==> config.mk <==
export PLATFORM = sky130hd
export DESIGN_NAME = rx_status_gen
export DESIGN_NICKNAME = d
export VERILOG_FILES = /design/src/rtl/rxs_pkg.sv /design/src/rtl/rxs_frame_acc.sv /design/src/rtl/rxs_classify.sv /design/src/rtl/rxs_wb_seq.sv /design/src/rtl/rx_status_gen.sv
export SDC_FILE = /design/constraint.sdc
export NUM_CORES = 1
export LEC_CHECK = 0
export BUFFER_PORTS_ARGS = -buffer_cell sky130_fd_sc_hd__buf_2
export CORE_ASPECT_RATIO = 0.75
export CORE_MARGIN = 5
export CORE_UTILIZATION = 25
export CTS_BUF_LIST = sky130_fd_sc_hd__clkbuf_2
export DETAILED_ROUTE_END_ITERATION = 8
export HOLD_SLACK_MARGIN = 0.03
export SLEW_MARGIN = 20
export SYNTH_ARGS = -nofsm -noshare
export SYNTH_HDL_FRONTEND = slang
export SYNTH_SLANG_ARGS = --single-unit
==> constraint.sdc <==
create_clock -name clk_i -period 6.1 [get_ports clk_i]
set_input_delay 1.22 -clock clk_i [delete_from_list [all_inputs] [get_ports clk_i]]
set_output_delay 1.22 -clock clk_i [all_outputs]
set_load 0.1 [all_outputs]
==> src/rtl/rxs_pkg.sv <==
package rxs_pkg;
  localparam int ST_OWN   = 15;
  localparam int ST_OK    = 14;
  localparam int ST_ERR   = 11;
  localparam int ST_DRIB  = 10;
  localparam int ST_BUFX  = 9;
  localparam int ST_LONG  = 8;
  localparam int ST_RUNT  = 7;
  localparam int ST_CRC   = 6;
  localparam int ST_BCAST = 5;
  localparam int ST_MCAST = 4;
  localparam int ST_HASH  = 3;
  localparam int ST_MID   = 2;

  typedef struct packed {
    logic       bcast;
    logic       mcast;
    logic       hash_hit;
    logic       mid_hit;
    logic [1:0] mid_idx;
  } rx_filt_t;

  typedef struct packed {
    logic drib;
    logic bufx;
    logic lng;
    logic runt;
    logic crc;
  } rx_errs_t;
endpackage

==> src/rtl/rxs_frame_acc.sv <==
module rxs_frame_acc #(
  parameter int LEN_W = 14
) (
  input  logic             clk_i,
  input  logic             rst_ni,
  input  logic             byte_vld_i,
  input  logic             eof_i,
  input  logic             phy_err_i,
  input  logic             ovf_i,
  output logic [LEN_W-1:0] len_o,
  output logic             phy_o,
  output logic             ovf_o
);
  localparam logic [LEN_W-1:0] CNT_MAX = {LEN_W{1'b1}};

  logic [LEN_W-1:0] cnt_q, cnt_nxt;
  logic             phy_q, ovf_q;

  // saturating count, includes a byte arriving with eof
  always_comb begin
    cnt_nxt = cnt_q;
    if (byte_vld_i && cnt_q != CNT_MAX) cnt_nxt = cnt_q + 1'b1;
  end

  always_ff @(posedge clk_i or negedge rst_ni) begin
    if (!rst_ni) begin
      cnt_q <= '0;
      phy_q <= 1'b0;
      ovf_q <= 1'b0;
    end else if (eof_i) begin
      cnt_q <= '0;
      phy_q <= 1'b0;
      ovf_q <= 1'b0;
    end else begin
      cnt_q <= cnt_nxt;
      phy_q <= phy_q | phy_err_i;
      ovf_q <= ovf_q | ovf_i;
    end
  end

  assign len_o = cnt_nxt;
  assign phy_o = phy_q | phy_err_i;
  assign ovf_o = ovf_q | ovf_i;
endmodule

==> src/rtl/rxs_classify.sv <==
module rxs_classify
  import rxs_pkg::*;
#(
  parameter int LEN_W   = 14,
  parameter int MIN_LEN = 64,
  parameter int MAX_LEN = 1518
) (
  input  logic [LEN_W-1:0] len_i,
  input  logic [LEN_W-1:0] buf_size_i,
  input  logic             phy_i,
  input  logic             ovf_i,
  input  logic             crc_i,
  input  logic             drib_i,
  input  rx_filt_t         filt_i,
  output logic [15:0]      status_o
);
  localparam logic [LEN_W-1:0] MIN_L = LEN_W'(MIN_LEN);
  localparam logic [LEN_W-1:0] MAX_L = LEN_W'(MAX_LEN);

  rx_errs_t errs;
  logic     any_err;

  always_comb begin
    errs.runt = len_i < MIN_L;
    errs.lng  = len_i > MAX_L;
    errs.bufx = (len_i > buf_size_i) | ovf_i;
    errs.crc  = crc_i;
    errs.drib = drib_i;
    any_err   = (|errs) | phy_i;
  end

  always_comb begin
    status_o           = '0;
    status_o[ST_OWN]   = 1'b0;
    status_o[ST_OK]    = ~any_err;
    status_o[ST_ERR]   = any_err;
    status_o[ST_DRIB]  = errs.drib;
    status_o[ST_BUFX]  = errs.bufx;
    status_o[ST_LONG]  = errs.lng;
    status_o[ST_RUNT]  = errs.runt;
    status_o[ST_CRC]   = errs.crc;
    // address class only reported for good frames
    if (!any_err) begin
      status_o[ST_BCAST] = filt_i.bcast;
      status_o[ST_MCAST] = filt_i.mcast;
      status_o[ST_HASH]  = filt_i.hash_hit;
      status_o[ST_MID]   = filt_i.mid_hit;
      status_o[1:0]      = filt_i.mid_hit ? filt_i.mid_idx : 2'b00;
    end
  end
endmodule

==> src/rtl/rxs_wb_seq.sv <==
module rxs_wb_seq #(
  parameter int LEN_W = 14
) (
  input  logic             clk_i,
  input  logic             rst_ni,
  input  logic             eof_i,
  input  logic             desc_avail_i,
  input  logic [15:0]      status_i,
  input  logic [LEN_W-1:0] len_i,
  output logic             wb_vld_o,
  output logic [15:0]      wb_status_o,
  output logic [LEN_W-1:0] wb_len_o,
  output logic             rx_done_o,
  output logic             no_desc_o
);
  logic             wb_q, done_q, nod_q;
  logic [15:0]      st_q;
  logic [LEN_W-1:0] len_q;
  logic             take;

  assign take = eof_i & desc_avail_i;

  always_ff @(posedge clk_i or negedge rst_ni) begin
    if (!rst_ni) begin
      wb_q   <= 1'b0;
      done_q <= 1'b0;
      nod_q  <= 1'b0;
      st_q   <= '0;
      len_q  <= '0;
    end else begin
      wb_q   <= take;
      done_q <= wb_q;
      nod_q  <= eof_i & ~desc_avail_i;
      if (take) begin
        st_q  <= status_i;
        len_q <= len_i;
      end
    end
  end

  assign wb_vld_o    = wb_q;
  assign wb_status_o = st_q;
  assign wb_len_o    = len_q;
  assign rx_done_o   = done_q;
  assign no_desc_o   = nod_q;
endmodule

==> src/rtl/rx_status_gen.sv <==
module rx_status_gen
  import rxs_pkg::*;
#(
  parameter int LEN_W   = 14,
  parameter int MIN_LEN = 64,
  parameter int MAX_LEN = 1518
) (
  input  logic             clk_i,
  input  logic             rst_ni,
  input  logic [LEN_W-1:0] buf_size_i,
  input  logic             byte_vld_i,
  input  logic             eof_i,
  input  logic             phy_err_i,
  input  logic             ovf_i,
  input  logic             crc_err_i,
  input  logic             dribble_i,
  input  logic             desc_avail_i,
  input  logic             bcast_i,
  input  logic             mcast_i,
  input  logic             hash_hit_i,
  input  logic             mid_hit_i,
  input  logic [1:0]       mid_idx_i,
  output logic             wb_vld_o,
  output logic [15:0]      wb_status_o,
  output logic [LEN_W-1:0] wb_len_o,
  output logic             rx_done_o,
  output logic             no_desc_o
);
  logic [LEN_W-1:0] frm_len;
  logic             frm_phy, frm_ovf;
  logic [15:0]      frm_status;
  rx_filt_t         filt;

  assign filt = '{bcast: bcast_i, mcast: mcast_i, hash_hit: hash_hit_i,
                  mid_hit: mid_hit_i, mid_idx: mid_idx_i};

  rxs_frame_acc #(.LEN_W(LEN_W)) u_acc (
    .clk_i      (clk_i),
    .rst_ni     (rst_ni),
    .byte_vld_i (byte_vld_i),
    .eof_i      (eof_i),
    .phy_err_i  (phy_err_i),
    .ovf_i      (ovf_i),
    .len_o      (frm_len),
    .phy_o      (frm_phy),
    .ovf_o      (frm_ovf)
  );

  rxs_classify #(.LEN_W(LEN_W), .MIN_LEN(MIN_LEN), .MAX_LEN(MAX_LEN)) u_cls (
    .len_i      (frm_len),
    .buf_size_i (buf_size_i),
    .phy_i      (frm_phy),
    .ovf_i      (frm_ovf),
    .crc_i      (crc_err_i),
    .drib_i     (dribble_i),
    .filt_i     (filt),
    .status_o   (frm_status)
  );

  rxs_wb_seq #(.LEN_W(LEN_W)) u_seq (
    .clk_i        (clk_i),
    .rst_ni       (rst_ni),
    .eof_i        (eof_i),
    .desc_avail_i (desc_avail_i),
    .status_i     (frm_status),
    .len_i        (frm_len),
    .wb_vld_o     (wb_vld_o),
    .wb_status_o  (wb_status_o),
    .wb_len_o     (wb_len_o),
    .rx_done_o    (rx_done_o),
    .no_desc_o    (no_desc_o)
  );
endmodule

==> flow_summary_export.csv <==
group,metric,value,unit
detailed_routing,route.met2.wl,3000,µm
detailed_routing,antenna_left,0,
setup_path,cp_max_fo,9,
setup_path,cp_slowest_cell,"nor4b_4",
detailed_routing,top_layer,"met4",
detailed_routing,remaining_drc_errors,0,
synth,postSynth.asyncResetShare,100,%
detailed_routing,drt_iter0_markers,113,
die,rows,33,
setup_path,critPathCapture,"u_seq.wb_status_o[9]",
power,ir_worst_vdd,0.0546,mV
sta,fin_crit_sh,63.4,%
clock_tree,cts_tree,"yes",
setup_path,cp-startpoint,"byte_vld_i",
synth,synth.largest_area_cell,"dfrtp_1",
run,maxCapViolCount,0,
setup_path,critPathLaunchType,"primary input",
min_path,hold_class,"reg -> reg",
grt,grt_max_degree,47,
die,io_pins,62,
grt,grt_pass1_wl,11100,µm
detailed_routing,via_per_inst,4.68,
layout,fillers,1180,
synth,ys.flop_type,"dfrtp_1",
outcome,outcome,"complete, no violations",
clock_tree,post-cts-setup-buffer-count,0,
synth,ys_ff_latch,46,
detailed_routing,wire_per_inst,14.8,µm
die,coreArea,10800,µm²
grt,antenna_found_initial,0,
power,p_leak,1.62,nW
setup_path,worstReg2RegStart,"u_acc.cnt_q[4]",
detailed_routing,wl_met1,3530,µm
layout,area_delta_synth_final,15.4,%
die,die_area,13200,µm²
synth,syn_inst,276,
sta,hold_viol,0,
clock_tree,h-tree-depth,2,
detailed_routing,dr.pass1.iters,4,
grt,grt_use_total,10.6,%
synth,ys_types,66,
sta,rsz0062_at_grt,"false",
sta,setup_viol,0,
setup_path,r2r_slack,2.55,ns
detailed_routing,drt_wl_total,6980,µm
clock_tree,clock_sinks,46,
sta,tightest_slew,0.618,ns
layout,diodes,0,
setup_path,critPathMostFrequentCell,"nand3_1",
clock_tree,cts_root_buf,"clkbuf_2",
clock_tree,cts-resized-gates,0,
placement,port_buffers,58,
grt,grt_pass1_vias,2187,
clock_tree,clk_latency,0.42,ns
setup_path,rr_worst_depth,12,
sta,max_freq,259,MHz
detailed_routing,vias,2206,
grt,gr-total-overflow,0,
die,initial_utilization,25.4,%
layout,fin_util,29.3,%
synth,yosysMostFrequentCell,"dfrtp_1",
power,powerDensity,184,nW/µm²
setup_path,path_class,"in -> reg",
clock_tree,cts_buffers,5,
clock_tree,holdBufCountCts,0,
synth,syn_area,2750,µm²
setup_path,regToRegEndpoint,"u_seq.wb_status_o[9]",
die,die_y,101,µm
layout,fin_nets,372,
synth,yosys_warnings,0,
setup_path,cp-end-kind,"flop",
synth,avgSynthCellArea,9.95,µm²
setup_path,critPathMaxStageDelay,0.35,ns
synth,synth_edf_count,0,
layout,drive_above_1_share,30.5,%
detailed_routing,wl_met3,442,µm
die,die_w,131,µm
sta,period_needed,3.87,ns
synth,synth_common_cells,"dfrtp_1 (46), nor2_1 (25), nand2_1 (23)",
setup_path,worstPathCellList,"buf_2 > and4_1 > and2_2 > nand3_1 > nor2_1 > and3_1 > xnor2_1 > inv_1 > ha_1 > and3_1 > nand3_1 > nor4b_4 > nand3_1 > a21boi_4 > mux2_4",
synth,yosysSeqAreaShare,41.9,%
synth,synth_top_cells_by_area,"dfrtp_1 (42%), ha_1 (5.9%), nor2_1 (3.4%)",
setup_path,worstPathArrival,4.19,ns
sta,fin_setup_tns,0,ns
clock_tree,clkTransAtPathRegs,0.22,ns
synth,netlist.area_leader.share,41.9,%
placement,gp_congestion,0.868,
sta,max_slew_margin,58.7,%
placement,hpwl,5460,µm
setup_path,crit_required,6.42,ns
sta,drv_slew,0,
sta,clock_skew,0.0314,ns
clock_tree,cts_buffer_depth,2,
sta,hold_slack,0.395,ns
## critical path: cells and delay by family
kind,cells,cell delay [ns]
muxes,1,0.29
adders and majority gates,1,0.29
AOI/OAI and AO/OA,1,0.19
buffers and inverters,2,0.24
xor gates and xnor gates,1,0.17
and+or+nand+nor,9,1.79
## how the worst min path moves through the flow
stage                              start         endpoint  slack [ns]  cells after the start
after floorplan              u_acc.phy_q      u_acc.phy_q        0.45                      2
after global placement    u_seq.wb_vld_o  u_seq.rx_done_o        0.35                      0
after detailed placement  u_seq.wb_vld_o  u_seq.rx_done_o        0.36                      0
after CTS                 u_seq.wb_vld_o  u_seq.rx_done_o        0.40                      0
after global routing      u_seq.wb_vld_o  u_seq.rx_done_o        0.42                      0
final                     u_seq.wb_vld_o  u_seq.rx_done_o        0.40                      0
## state kept, by name (all words and copies together), names as in the netlist
name / cells
u_acc.cnt_q: 14
u_seq.wb_len_o: 14
u_seq.wb_status_o: 13
u_acc.ovf_q: 1
u_acc.phy_q: 1
u_seq.no_desc_o: 1
u_seq.rx_done_o: 1
u_seq.wb_vld_o: 1
## stage by stage
stage	instances	total power, mW	setup WS, ns	instance area [µm²]
floorplan	278	0.429	2.35	2750
global placement	463	0.464	1.97	3130
detailed placement	463	0.466	1.82	3130
CTS	471	0.591	2.27	3170
global route	471	0.613	2.07	3170
finish	471	0.584	2.23	3170
## cell type report
class	count	area (µm²)	area share, %
clock buffer	6	30.0	0.947
clock inverter	2	8.76	0.276
inverter	23	86.3	2.72
multi-input combinational	196	1430	45.0
sequential	46	1150	36.3
tap	140	175	5.53
timing repair buffer	58	293	9.24
## layout by cell type, fill, tap and decap left out, types with 2 or more instances in the layout
master | synthesis | layout
a31oi_1 | 2 | 2
nor2b_1 | 3 | 3
and4_1 | 3 | 3
nand3_2 | 3 | 3
or2_2 | 2 | 2
dfrtp_1 | 46 | 46
a31oi_2 | 2 | 2
xnor2_1 | 4 | 4
o21ai_1 | 7 | 7
clkinv_1 | 2 | 3
nand3_1 | 10 | 10
nor2_1 | 25 | 25
or3_1 | 2 | 2
mux2i_1 | 2 | 2
mux2_2 | 4 | 4
a21oi_1 | 6 | 6
o21ai_0 | 15 | 15
clkbuf_2 | 0 | 6
and3_1 | 9 | 9
nor3_1 | 2 | 2
a21o_1 | 2 | 2
buf_2 | 1 | 57
nand4_1 | 11 | 11
and2_1 | 4 | 4
xor2_1 | 2 | 2
ha_1 | 13 | 13
inv_1 | 21 | 21
a2bb2oi_1 | 2 | 2
nand2_1 | 23 | 23
o21ai_2 | 2 | 2
conb_1 | 1 | 3
## cells by family after synthesis
family,Yosys count,synth area share (%)
AO/OA/AOI/OAI,56,16.8
XOR/XNOR,6,1.91
adder cells (fa/ha/maj),14,6.33
buffers and inverters,36,6.47
flip-flops,46,41.9
multiplexers,8,3.42
other,1,0.137
AND/OR/NAND/NOR,109,23.0
## per-layer routing
metal | vias up | track usage [%]
li1 | 1077 | -
met1 | 1077 | 15.9
met2 | 50 | 15.7
met3 | 2 | 3.18
met4 | 0 | 0.949
met5 | - | 0
## report_power, final
group | internal, mW | switching [mW] | total, mW
combinational | 0.0292 | 0.108 | 0.137
sequential | 0.316 | 0.00589 | 0.322
clock | 0.0282 | 0.0975 | 0.126
total | 0.373 | 0.211 | 0.584
Note: power is estimated with default switching activity, not from simulation.
